--- config.mk ---
export PLATFORM = sky130hd
export DESIGN_NAME = dram_bank_tracker
export DESIGN_NICKNAME = d
export VERILOG_FILES = /design/src/rtl/dbt_pkg.sv /design/src/rtl/dbt_bank.sv /design/src/rtl/dbt_issue.sv /design/src/rtl/dbt_query.sv /design/src/rtl/dram_bank_tracker.sv
export SDC_FILE = /design/constraint.sdc
export NUM_CORES = 1
export LEC_CHECK = 0
export BUFFER_PORTS_ARGS = -buffer_cell sky130_fd_sc_hd__buf_2
export CORE_MARGIN = 1
export CORE_UTILIZATION = 60
export DETAILED_ROUTE_END_ITERATION = 10
export PLACE_DENSITY = 0.75
export REMOVE_ABC_BUFFERS = 1
export SLEW_MARGIN = 5
export SYNTH_ARGS = -nofsm -noshare
export SYNTH_HDL_FRONTEND = slang
export SYNTH_SLANG_ARGS = --single-unit
--- constraint.sdc ---
create_clock -name clk_i -period 3.5 [get_ports clk_i]
set_clock_uncertainty 0.2 [all_clocks]
set_input_delay 0.35 -clock clk_i [delete_from_list [all_inputs] [get_ports clk_i]]
set_output_delay 0.35 -clock clk_i [all_outputs]
set_load 0.02 [all_outputs]
--- src/rtl/dbt_pkg.sv ---
package dbt_pkg;
  typedef enum logic [2:0] {
    OP_NONE = 3'd0,
    OP_ACT  = 3'd1,
    OP_RD   = 3'd2,
    OP_WR   = 3'd3,
    OP_PRE  = 3'd4
  } op_e;

  typedef enum logic [1:0] {
    ST_CLOSED = 2'd0,
    ST_HIT    = 2'd1,
    ST_MISS   = 2'd2
  } stat_e;
endpackage

--- src/rtl/dbt_bank.sv ---
module dbt_bank #(
  parameter int ROW_W   = 14,
  parameter int T_RCD   = 4,
  parameter int T_RAS   = 10,
  parameter int T_RP    = 4,
  parameter int T_RTP   = 3,
  parameter int T_WR    = 5,
  parameter int T_BURST = 4,
  parameter int ACC_CAP = 16
) (
  input  logic             clk_i,
  input  logic             rst_ni,
  input  logic             act_i,
  input  logic             rd_i,
  input  logic             wr_i,
  input  logic             pre_i,
  input  logic [ROW_W-1:0] row_i,
  output logic             open_o,
  output logic [ROW_W-1:0] row_o,
  output logic             act_ok_o,
  output logic             col_ok_o,
  output logic             pre_ok_o,
  output logic             close_req_o
);
  localparam int T_WPRE = T_BURST + T_WR;
  localparam int M1 = (T_RCD > T_RAS) ? T_RCD : T_RAS;
  localparam int M2 = (T_RP > T_RTP) ? T_RP : T_RTP;
  localparam int M3 = (M1 > M2) ? M1 : M2;
  localparam int CNT_MAX = (M3 > T_WPRE) ? M3 : T_WPRE;
  localparam int CNT_W = $clog2(CNT_MAX + 1);
  localparam int ACC_W = $clog2(ACC_CAP + 1);

  logic             open_q;
  logic [ROW_W-1:0] row_q;
  logic [CNT_W-1:0] act_cnt_q, col_cnt_q, pre_cnt_q;
  logic [CNT_W-1:0] pre_dec;
  logic [ACC_W-1:0] acc_q;

  assign pre_dec     = (pre_cnt_q == '0) ? '0 : pre_cnt_q - 1'b1;
  assign close_req_o = open_q && (acc_q == ACC_W'(ACC_CAP));
  assign act_ok_o    = !open_q && (act_cnt_q == '0);
  assign col_ok_o    = open_q && (col_cnt_q == '0) && !close_req_o;
  assign pre_ok_o    = open_q && (pre_cnt_q == '0);
  assign open_o      = open_q;
  assign row_o       = row_q;

  always_ff @(posedge clk_i or negedge rst_ni) begin
    if (!rst_ni) begin
      open_q    <= 1'b0;
      row_q     <= '0;
      act_cnt_q <= '0;
      col_cnt_q <= '0;
      pre_cnt_q <= '0;
      acc_q     <= '0;
    end else begin
      act_cnt_q <= (act_cnt_q == '0) ? '0 : act_cnt_q - 1'b1;
      col_cnt_q <= (col_cnt_q == '0) ? '0 : col_cnt_q - 1'b1;
      pre_cnt_q <= pre_dec;
      if (act_i) begin
        open_q    <= 1'b1;
        row_q     <= row_i;
        col_cnt_q <= CNT_W'(T_RCD - 1);
        pre_cnt_q <= CNT_W'(T_RAS - 1);
        acc_q     <= '0;
      end else if (pre_i) begin
        open_q    <= 1'b0;
        act_cnt_q <= CNT_W'(T_RP - 1);
        acc_q     <= '0;
      end else if (rd_i || wr_i) begin
        acc_q <= acc_q + 1'b1;
        // keep the later of the running bound and the new recovery bound
        if (rd_i && pre_dec < CNT_W'(T_RTP - 1))      pre_cnt_q <= CNT_W'(T_RTP - 1);
        else if (wr_i && pre_dec < CNT_W'(T_WPRE - 1)) pre_cnt_q <= CNT_W'(T_WPRE - 1);
      end
    end
  end

  a_r2_act_opens: assert property (@(posedge clk_i) disable iff (!rst_ni)
    act_i |=> open_q && row_q == $past(row_i));
  a_r9_pre_clears: assert property (@(posedge clk_i) disable iff (!rst_ni)
    pre_i |=> !open_q && !close_req_o);
  a_r7_wr_recovery: assert property (@(posedge clk_i) disable iff (!rst_ni)
    wr_i |=> !pre_ok_o);

  if (T_RCD > 1) begin : g_rcd
    a_r3_rcd_gap: assert property (@(posedge clk_i) disable iff (!rst_ni)
      act_i |=> !col_ok_o);
  end
  if (T_RAS > 1) begin : g_ras
    a_r4_ras_gap: assert property (@(posedge clk_i) disable iff (!rst_ni)
      act_i |=> !pre_ok_o);
  end
  if (T_RP > 1) begin : g_rp
    a_r5_rp_gap: assert property (@(posedge clk_i) disable iff (!rst_ni)
      pre_i |=> !act_ok_o);
  end
  if (T_RTP > 1) begin : g_rtp
    a_r6_rtp_gap: assert property (@(posedge clk_i) disable iff (!rst_ni)
      rd_i |=> !pre_ok_o);
  end
endmodule

--- src/rtl/dbt_issue.sv ---
module dbt_issue
  import dbt_pkg::*;
#(
  parameter int NUM_BANKS = 8,
  parameter int BANK_W    = 3
) (
  input  logic                 clk_i,
  input  logic                 rst_ni,
  input  logic                 valid_i,
  input  logic [2:0]           op_i,
  input  logic [BANK_W-1:0]    bank_i,
  input  logic [NUM_BANKS-1:0] act_ok_i,
  input  logic [NUM_BANKS-1:0] col_ok_i,
  input  logic [NUM_BANKS-1:0] pre_ok_i,
  output logic [NUM_BANKS-1:0] act_fire_o,
  output logic [NUM_BANKS-1:0] rd_fire_o,
  output logic [NUM_BANKS-1:0] wr_fire_o,
  output logic [NUM_BANKS-1:0] pre_fire_o,
  output logic                 legal_o,
  output logic                 accept_o,
  output logic                 error_o
);
  op_e  op;
  logic in_range;

  assign op       = op_e'(op_i);
  assign in_range = int'(bank_i) < NUM_BANKS;

  always_comb begin
    legal_o = 1'b0;
    if (in_range) begin
      unique case (op)
        OP_ACT:        legal_o = act_ok_i[bank_i];
        OP_RD, OP_WR:  legal_o = col_ok_i[bank_i];
        OP_PRE:        legal_o = pre_ok_i[bank_i];
        default:       legal_o = 1'b0;
      endcase
    end
  end

  assign accept_o = valid_i && legal_o;
  assign error_o  = valid_i && !legal_o;

  for (genvar b = 0; b < NUM_BANKS; b++) begin : g_fire
    logic sel;
    assign sel           = accept_o && (int'(bank_i) == b);
    assign act_fire_o[b] = sel && (op == OP_ACT);
    assign rd_fire_o[b]  = sel && (op == OP_RD);
    assign wr_fire_o[b]  = sel && (op == OP_WR);
    assign pre_fire_o[b] = sel && (op == OP_PRE);
  end

  a_r11_one_bank: assert property (@(posedge clk_i) disable iff (!rst_ni)
    $onehot0(act_fire_o | rd_fire_o | wr_fire_o | pre_fire_o));
endmodule

--- src/rtl/dbt_query.sv ---
module dbt_query
  import dbt_pkg::*;
#(
  parameter int NUM_BANKS = 8,
  parameter int BANK_W    = 3,
  parameter int ROW_W     = 14
) (
  input  logic [NUM_BANKS-1:0]            open_i,
  input  logic [NUM_BANKS-1:0][ROW_W-1:0] row_i,
  input  logic [BANK_W-1:0]               bank_i,
  input  logic [ROW_W-1:0]                qrow_i,
  output logic [1:0]                      stat_o
);
  stat_e st;
  always_comb begin
    st = ST_CLOSED;
    if (int'(bank_i) < NUM_BANKS && open_i[bank_i])
      st = (row_i[bank_i] == qrow_i) ? ST_HIT : ST_MISS;
  end
  assign stat_o = st;
endmodule

--- src/rtl/dram_bank_tracker.sv ---
module dram_bank_tracker #(
  parameter int NUM_BANKS = 8,
  parameter int ROW_W     = 14,
  parameter int T_RCD     = 4,
  parameter int T_RAS     = 10,
  parameter int T_RP      = 4,
  parameter int T_RTP     = 3,
  parameter int T_WR      = 5,
  parameter int T_BURST   = 4,
  parameter int ACC_CAP   = 16,
  localparam int BANK_W   = (NUM_BANKS > 1) ? $clog2(NUM_BANKS) : 1
) (
  input  logic                 clk_i,
  input  logic                 rst_ni,
  input  logic                 cmd_valid_i,
  input  logic [2:0]           cmd_op_i,
  input  logic [BANK_W-1:0]    cmd_bank_i,
  input  logic [ROW_W-1:0]     cmd_row_i,
  output logic                 legal_o,
  output logic                 accept_o,
  output logic                 error_o,
  input  logic [BANK_W-1:0]    query_bank_i,
  input  logic [ROW_W-1:0]     query_row_i,
  output logic [1:0]           query_stat_o,
  output logic [NUM_BANKS-1:0] close_req_o
);
  logic [NUM_BANKS-1:0] act_ok, col_ok, pre_ok, open_vec;
  logic [NUM_BANKS-1:0] act_fire, rd_fire, wr_fire, pre_fire;
  logic [NUM_BANKS-1:0][ROW_W-1:0] row_arr;

  dbt_issue #(.NUM_BANKS(NUM_BANKS), .BANK_W(BANK_W)) u_issue (
    .clk_i, .rst_ni,
    .valid_i(cmd_valid_i), .op_i(cmd_op_i), .bank_i(cmd_bank_i),
    .act_ok_i(act_ok), .col_ok_i(col_ok), .pre_ok_i(pre_ok),
    .act_fire_o(act_fire), .rd_fire_o(rd_fire), .wr_fire_o(wr_fire), .pre_fire_o(pre_fire),
    .legal_o, .accept_o, .error_o
  );

  for (genvar b = 0; b < NUM_BANKS; b++) begin : g_bank
    dbt_bank #(
      .ROW_W(ROW_W), .T_RCD(T_RCD), .T_RAS(T_RAS), .T_RP(T_RP),
      .T_RTP(T_RTP), .T_WR(T_WR), .T_BURST(T_BURST), .ACC_CAP(ACC_CAP)
    ) u_bank (
      .clk_i, .rst_ni,
      .act_i(act_fire[b]), .rd_i(rd_fire[b]), .wr_i(wr_fire[b]), .pre_i(pre_fire[b]),
      .row_i(cmd_row_i),
      .open_o(open_vec[b]), .row_o(row_arr[b]),
      .act_ok_o(act_ok[b]), .col_ok_o(col_ok[b]), .pre_ok_o(pre_ok[b]),
      .close_req_o(close_req_o[b])
    );
  end

  dbt_query #(.NUM_BANKS(NUM_BANKS), .BANK_W(BANK_W), .ROW_W(ROW_W)) u_query (
    .open_i(open_vec), .row_i(row_arr), .bank_i(query_bank_i),
    .qrow_i(query_row_i), .stat_o(query_stat_o)
  );

  a_r10_error_holds: assert property (@(posedge clk_i) disable iff (!rst_ni)
    error_o |=> $stable(open_vec) && $stable(row_arr));
  a_r10_accept_excl: assert property (@(posedge clk_i) disable iff (!rst_ni)
    !(accept_o && error_o));
endmodule

* Word-level counts from Yosys, hierarchy flattened
Index checks and enable logic that the tools add are counted.
** Storage, ports and cells
- Register bits :: 256
- Word-level logic and storage cells :: 424
- Input bits :: 40
- Output and inout port bits :: 13
** Operators by class
- Reductions and logical operators :: 165
- Eq/ne operators :: 20
- Magnitude comparators :: 18
- Add/subtract/negate cells :: 32
- Muxes and demuxes :: 141
** Operators by type and width (number)
- $mux 4 :: 88
- $mux 5 :: 24
- $logic_and 1x1->1 :: 98
- $logic_not 4->1 :: 24
- $sub 4x1->4 const B :: 24
- $bmux 14 s3 :: 1
- $add 5x1->5 const B :: 8
- $eq 5x5->1 const B :: 8
- $lt 4x2->1 const B :: 8
- $lt 4x4->1 const B :: 8
- $reduce_bool 3->1 :: 8
- $mux 1 :: 20
- $logic_not 1->1 :: 17
- $reduce_bool 2->1 :: 8
- $eq 3x3->1 const B :: 5
- $eq 14x14->1 :: 1
- $mux 14 :: 1
- $bmux 1 s3 :: 4
- $eq 3x2->1 const B :: 4
- $logic_or 1x1->1 :: 8
- $lt 3x4->1 const B :: 2
- $eq 3x1->1 const B :: 2
- $mux 2 :: 2
- $logic_not 3->1 :: 1
- 2 further kinds :: 2

* Depth between registers and ports, before layout
- Depth in word-level cells :: 16
- Gate-level depth with buffers :: 11
- Mapped depth without buffers :: 10

* By module
From an unflattened synthesis, not the netlist that was laid out.
** Second synthesis, totals
- Cells, all modules :: 1233
- Area total of the unflattened synthesis :: 13392.8 µm²
** Modules (own cells, without submodules)
- dbt_bank :: times used 8, cells each 131, area an instance 1473.9 µm²
- dbt_query :: times used 1, cells each 107, area an instance 1132.3 µm²
- dbt_issue :: times used 1, cells each 78, area an instance 469.2 µm²

* Worst setup path after synthesis
OpenSTA, ideal clock, no wires.
- Path kind :: register to output
- Start point :: register g_bank[2].u_bank.pre_cnt_q[0]
- End point :: output accept_o
- Buffers on the path :: 1
- Arrival time :: 2.518 ns
- Path slack :: 0.432 ns
- Cell stages (with the launch flop) :: 11
- Cell sequence :: dfrtp_1 > inv_1 > ha_1 > nor3b_1 > a21oi_1 > a2111oi_2 > a21o_1 > nor3_4 > inv_2 > clkbuf_1 > and2_1
** On the way
- Longest elaborated chain between the ends :: 6
** RTL lines
- start, declared :: line dbt_bank.sv:35 : logic [CNT_W-1:0] act_cnt_q, col_cnt_q, pre_cnt_q;
- start signal, assigned :: line dbt_bank.sv:58 : pre_cnt_q <= pre_dec;
- start signal, assigned :: line dbt_bank.sv:63 : pre_cnt_q <= CNT_W'(T_RAS - 1);
- start signal, assigned :: line dbt_bank.sv:72 : if (rd_i && pre_dec < CNT_W'(T_RTP - 1)) pre_cnt_q <= CNT_W'(T_RTP - 1);
- $logic_not 4->1 :: line dbt_bank.sv:43 : assign pre_ok_o = open_q && (pre_cnt_q == '0);
- $logic_and 1x1->1 :: line dbt_bank.sv:43
- $bmux 1 s3 :: line dbt_issue.sv:35 : OP_PRE: legal_o = pre_ok_i[bank_i];
- $mux 1 (not written as such) :: line dbt_issue.sv:35
- $pmux 1 s3 :: line dbt_issue.sv:32 : unique case (op)
- via legal_o :: line dram_bank_tracker.sv:19 : output logic legal_o,
- $logic_and 1x1->1 :: line dbt_issue.sv:41 : assign accept_o = valid_i && legal_o;
- end, declared :: line dram_bank_tracker.sv:20 : output logic accept_o,
The timed path passes the listed nets, and every way through them passes these cells. The select of a mux whose other input is x is not followed.

* Worst setup path in the final report
- Start point :: register g_bank[7].u_bank.act_cnt_q[1]
- End point :: output accept_o
** On the way
- Longest elaborated chain between the ends :: 6
** RTL lines
- start, declared :: line dbt_bank.sv:35
- start signal, assigned :: line dbt_bank.sv:56 : act_cnt_q <= (act_cnt_q == '0) ? '0 : act_cnt_q - 1'b1;
- start signal, assigned :: line dbt_bank.sv:67 : act_cnt_q <= CNT_W'(T_RP - 1);
- $logic_not 4->1 :: line dbt_bank.sv:41 : assign act_ok_o = !open_q && (act_cnt_q == '0);
- $logic_and 1x1->1 :: line dbt_bank.sv:41
- $bmux 1 s3 :: line dbt_issue.sv:33 : OP_ACT: legal_o = act_ok_i[bank_i];
- $mux 1 (not written as such) :: line dbt_issue.sv:33
- $pmux 1 s3 :: line dbt_issue.sv:32
- $logic_and 1x1->1 :: line dbt_issue.sv:41
Every way passes these cells. The select of a mux whose other input is x is not followed.

==> impl_metrics.yaml <==
power:
  cellInternalPower_w: 0.00608
  power_frac_seq_pct: 41.5
  pwr_density_cell_mw_per_mm2: 549
  p_comb_share_pct: 20.1
  ir_drop_v: 0.000422
  switchingPower_w: 0.00234
  p_sw_share_pct: 27.8
  leakage_nw: 7.22
  total_power_w: 0.00842
  clock_power_share_pct: 38.4
die:
  rows: 53
  die_w_um: 150
  start_util_pct: 62.0
  dieArea_mm2: 0.0226
  core_mm2: 0.0213
  chipHeight_um: 150
  ios: 53
layout:
  area_growth_syn_to_layout_pct: 16.2
  fin_nets: 1357
  fill_cells: 1487
  utilization_pct: 72.1
  antennaDiodeCount: 0
  layout-drive-gt1-share_pct: 26.5
placement:
  dpl_worst_slack_ns: 0.145
  hpwl_um: 21800
  port_buffers: 52
  gp_congestion: 0.854
global_route:
  grtUsageMet1_pct: 40.9
  grtUsageMet2_pct: 49.1
  antenna_found_initial: 0
  track_usage_pct: 30.3
  grt_pass1_wl_um: 52800
  grt-ovfl-total: 0
  grt_max_degree: 83
  grtUsageMet3_pct: 5.15
  grt_pass1_vias: 10000
  grt-busiest-layer: "met2"
worst_setup_path:
  slowest_stage: "or4_4"
  cp-start-kind: "flip-flop"
  required_ns: 2.95
  criticalPathCategory: "reg -> out"
  crit_chain: "nor4_2 > a31oi_1 > or4_4 > a21oi_4 > nor3_4 > inv_2 > buf_4 > and2_1 > buf_2"
  path_max_fanout: 5
  reg2reg_slack_ns: 0.18
  startpoint: "g_bank[7].u_bank.act_cnt_q[1]"
  r2r-start: "g_bank[1].u_bank.pre_cnt_q[0]"
  endpoint_kind: "output port"
  worstPathArrival_ns: 2.87
  cpPeakStageDelay_ns: 0.58
detailed_routing:
  routed-via-count: 10100
  drt_wl_total_um: 32900
  drtIter0Drc: 660
  ant_nets: 0
  via_per_inst: 6.39
  drc_errors: 0
  wl_per_cell_um: 20.8
  drtPass1Iterations: 7
clock_tree:
  cts_tree: "built"
  cts-buffers-inserted: 28
  cts_sinks: 256
  clk_pin_slew_ns: 0.06
  cts_setup_buffers: 0
  clockBufferDepth: 3
  root_buffer: "clkbuf_16"
  clock_latency_ns: 0.54
  ctsHtreeMaxLevel: 1
synthesis:
  synth_area_mm2: 0.0132
  seq_area_frac_synth_pct: 48.5
  syn_avg_cell_area_um2: 11.1
  syn_inst: 1185
  ys_seq_elements: 256
  yosysWarnings: 0
  async_reset_ff_share_pct: 100
  netlist-cell-type-count: 76
  synth-edff-count: 0
  ys.flop_type: "dfrtp_1"
run:
  max_cap_viol_count: 0
timing:
  drv_slew: 0
  setup_viol: 0
  setup_ws_ns: 0.0840
  fmaxAchievable_ghz: 0.293
  period_minus_slack_ns: 3.42
  period_share_pct: 97.6
  rsz0062_at_grt: "true"
  hold_viol_final: 0
  tightest_slew_ns: 0.731
  slew_headroom_pct: 51.1
hold_path:
  hold_start: "cmd_valid_i"
  hold_class: "in -> reg"
outcome:
  status: "finished clean"
==> per-layer routing <==
metal | vias to the layer above | wire length [um]
met5 | - | 0
met4 | 0 | 1140
met3 | 99 | 2160
met2 | 333 | 15700
met1 | 5068 | 13900
li1 | 4585 | -
==> sequential cells by signal (all words and copies together), names as in the netlist <==
name	flops
g_bank.u_bank.acc_q	40
g_bank.u_bank.act_cnt_q	32
g_bank.u_bank.col_cnt_q	32
g_bank.u_bank.open_o	8
g_bank.u_bank.pre_cnt_q	32
g_bank.u_bank.row_o	112
==> cell type report <==
type	count	area (um^2)	area share, %
sequential	256	6410	41.8
multi-input combinational	822	6360	41.5
timing repair buffer	132	1020	6.64
clock buffer	46	950	6.19
tap	275	344	2.24
inverter	45	169	1.10
clock inverter	3	90.1	0.587
==> cell families after synthesis <==
| family | Yosys count | share of synthesized area (%) |
|---|---|---|
| adders and majority gates | 32 | 3.03 |
| xor gates and xnor gates | 18 | 1.19 |
| buffers and inverters | 107 | 3.69 |
| DFF | 256 | 48.5 |
| AOI/OAI and AO/OA | 265 | 12.8 |
| muxes | 161 | 16.1 |
| and+or+nand+nor | 346 | 14.6 |
==> power groups by stage <==
stage               sequential (W)  combinational, W  clock [W]
global route               0.00353           0.00190    0.00337
global placement           0.00352           0.00159          0
finish                     0.00349           0.00169    0.00323
floorplan                  0.00347           0.00115          0
detailed placement         0.00353           0.00165          0
CTS                        0.00348           0.00168    0.00327
==> critical path, delay by kind of cell (launching register included) <==
family / cells / cell delay, ns
and+or+nand+nor: 4 / 1.11
buffers and inverters: 3 / 0.39
DFF: 1 / 0.42
AOI/OAI and AO/OA: 2 / 0.41
==> stage by stage <==
step	TNS [ns]	area, um^2	hold WS [ns]	cells
floorplan	-29.41	12900	-0.146	1123
global placement	0	14100	0.145	1514
detailed placement	0	14100	0.147	1514
CTS	0	15300	0.0439	1579
global route	-0.00982	15300	0.0447	1579
finish	0	15300	0.0480	1579
==> synth_stat cells, types with 7 or more instances <==
master      n  area [um^2]
buf_4      15          113
and3_1      7         43.8
nand3_1     9         45.0
dfrtp_1   256         6410
nand2b_1    9         56.3
o22ai_1     7         43.8
ha_1       32          400
nor2b_1     8         50.1
a211o_1     9         78.8
nor3_1     63          315
nor4_1     12         75.1
o41ai_1    11         96.3
clkbuf_1   29          109
o31ai_1    52          390
nand2_1    58          218
mux2_2    108         1220
o21ai_0    81          405
buf_2      11         55.1
mux4_2     30          676
nor2_1     72          270
or3_1      13         81.3
nand4_1    24          150
mux2i_1    18          180
inv_1      44          165
and2_1      7         43.8
or2_2       8         50.1
a21oi_1    64          320
xnor2_1    14          123
nor3b_1    20          150
==> worst paths after layout <==
check,to,depth (start not counted)
worst max-delay path,accept_o,9
worst max register to register,g_bank[1].u_bank.act_cnt_q[1],12
min in group asynchronous,g_bank[6].u_bank.acc_q[3],2
worst min register to register,g_bank[4].u_bank.pre_cnt_q[0],1
max in group asynchronous,g_bank[4].u_bank.row_o[2],3
worst min-delay path,g_bank[3].u_bank.pre_cnt_q[3],3
==> what timing repair did <==
item / 4_1_cts / 5_1_grt
resized for setup: 3 / 7
hold buffers: 16 / 0
pin swaps: 0 / 1
setup endpoints to repair: 3 / 4
hold endpoints to repair: 178 / 0
==> cells in the final DEF (no fill, tap or decap), drive strengths merged, types with 15 or more instances in the layout <==
| cell | netlist | layout |
|---|---|---|
| dfrtp | 256 | 256 |
| nand4 | 24 | 24 |
| buf | 33 | 116 |
| o21ai | 81 | 81 |
| a21oi | 65 | 65 |
| nor3b | 20 | 20 |
| or3 | 15 | 15 |
| inv | 45 | 45 |
| dlygate4sd3 | 0 | 16 |
| clkbuf | 29 | 46 |
| ha | 32 | 32 |
| mux4 | 30 | 30 |
| nand2 | 58 | 58 |
| mux2i | 18 | 18 |
| nor3 | 68 | 68 |
| nor2 | 74 | 74 |
| o31ai | 52 | 52 |
| mux2 | 113 | 113 |
No activity file was read; power rests on OpenSTA's default activity.
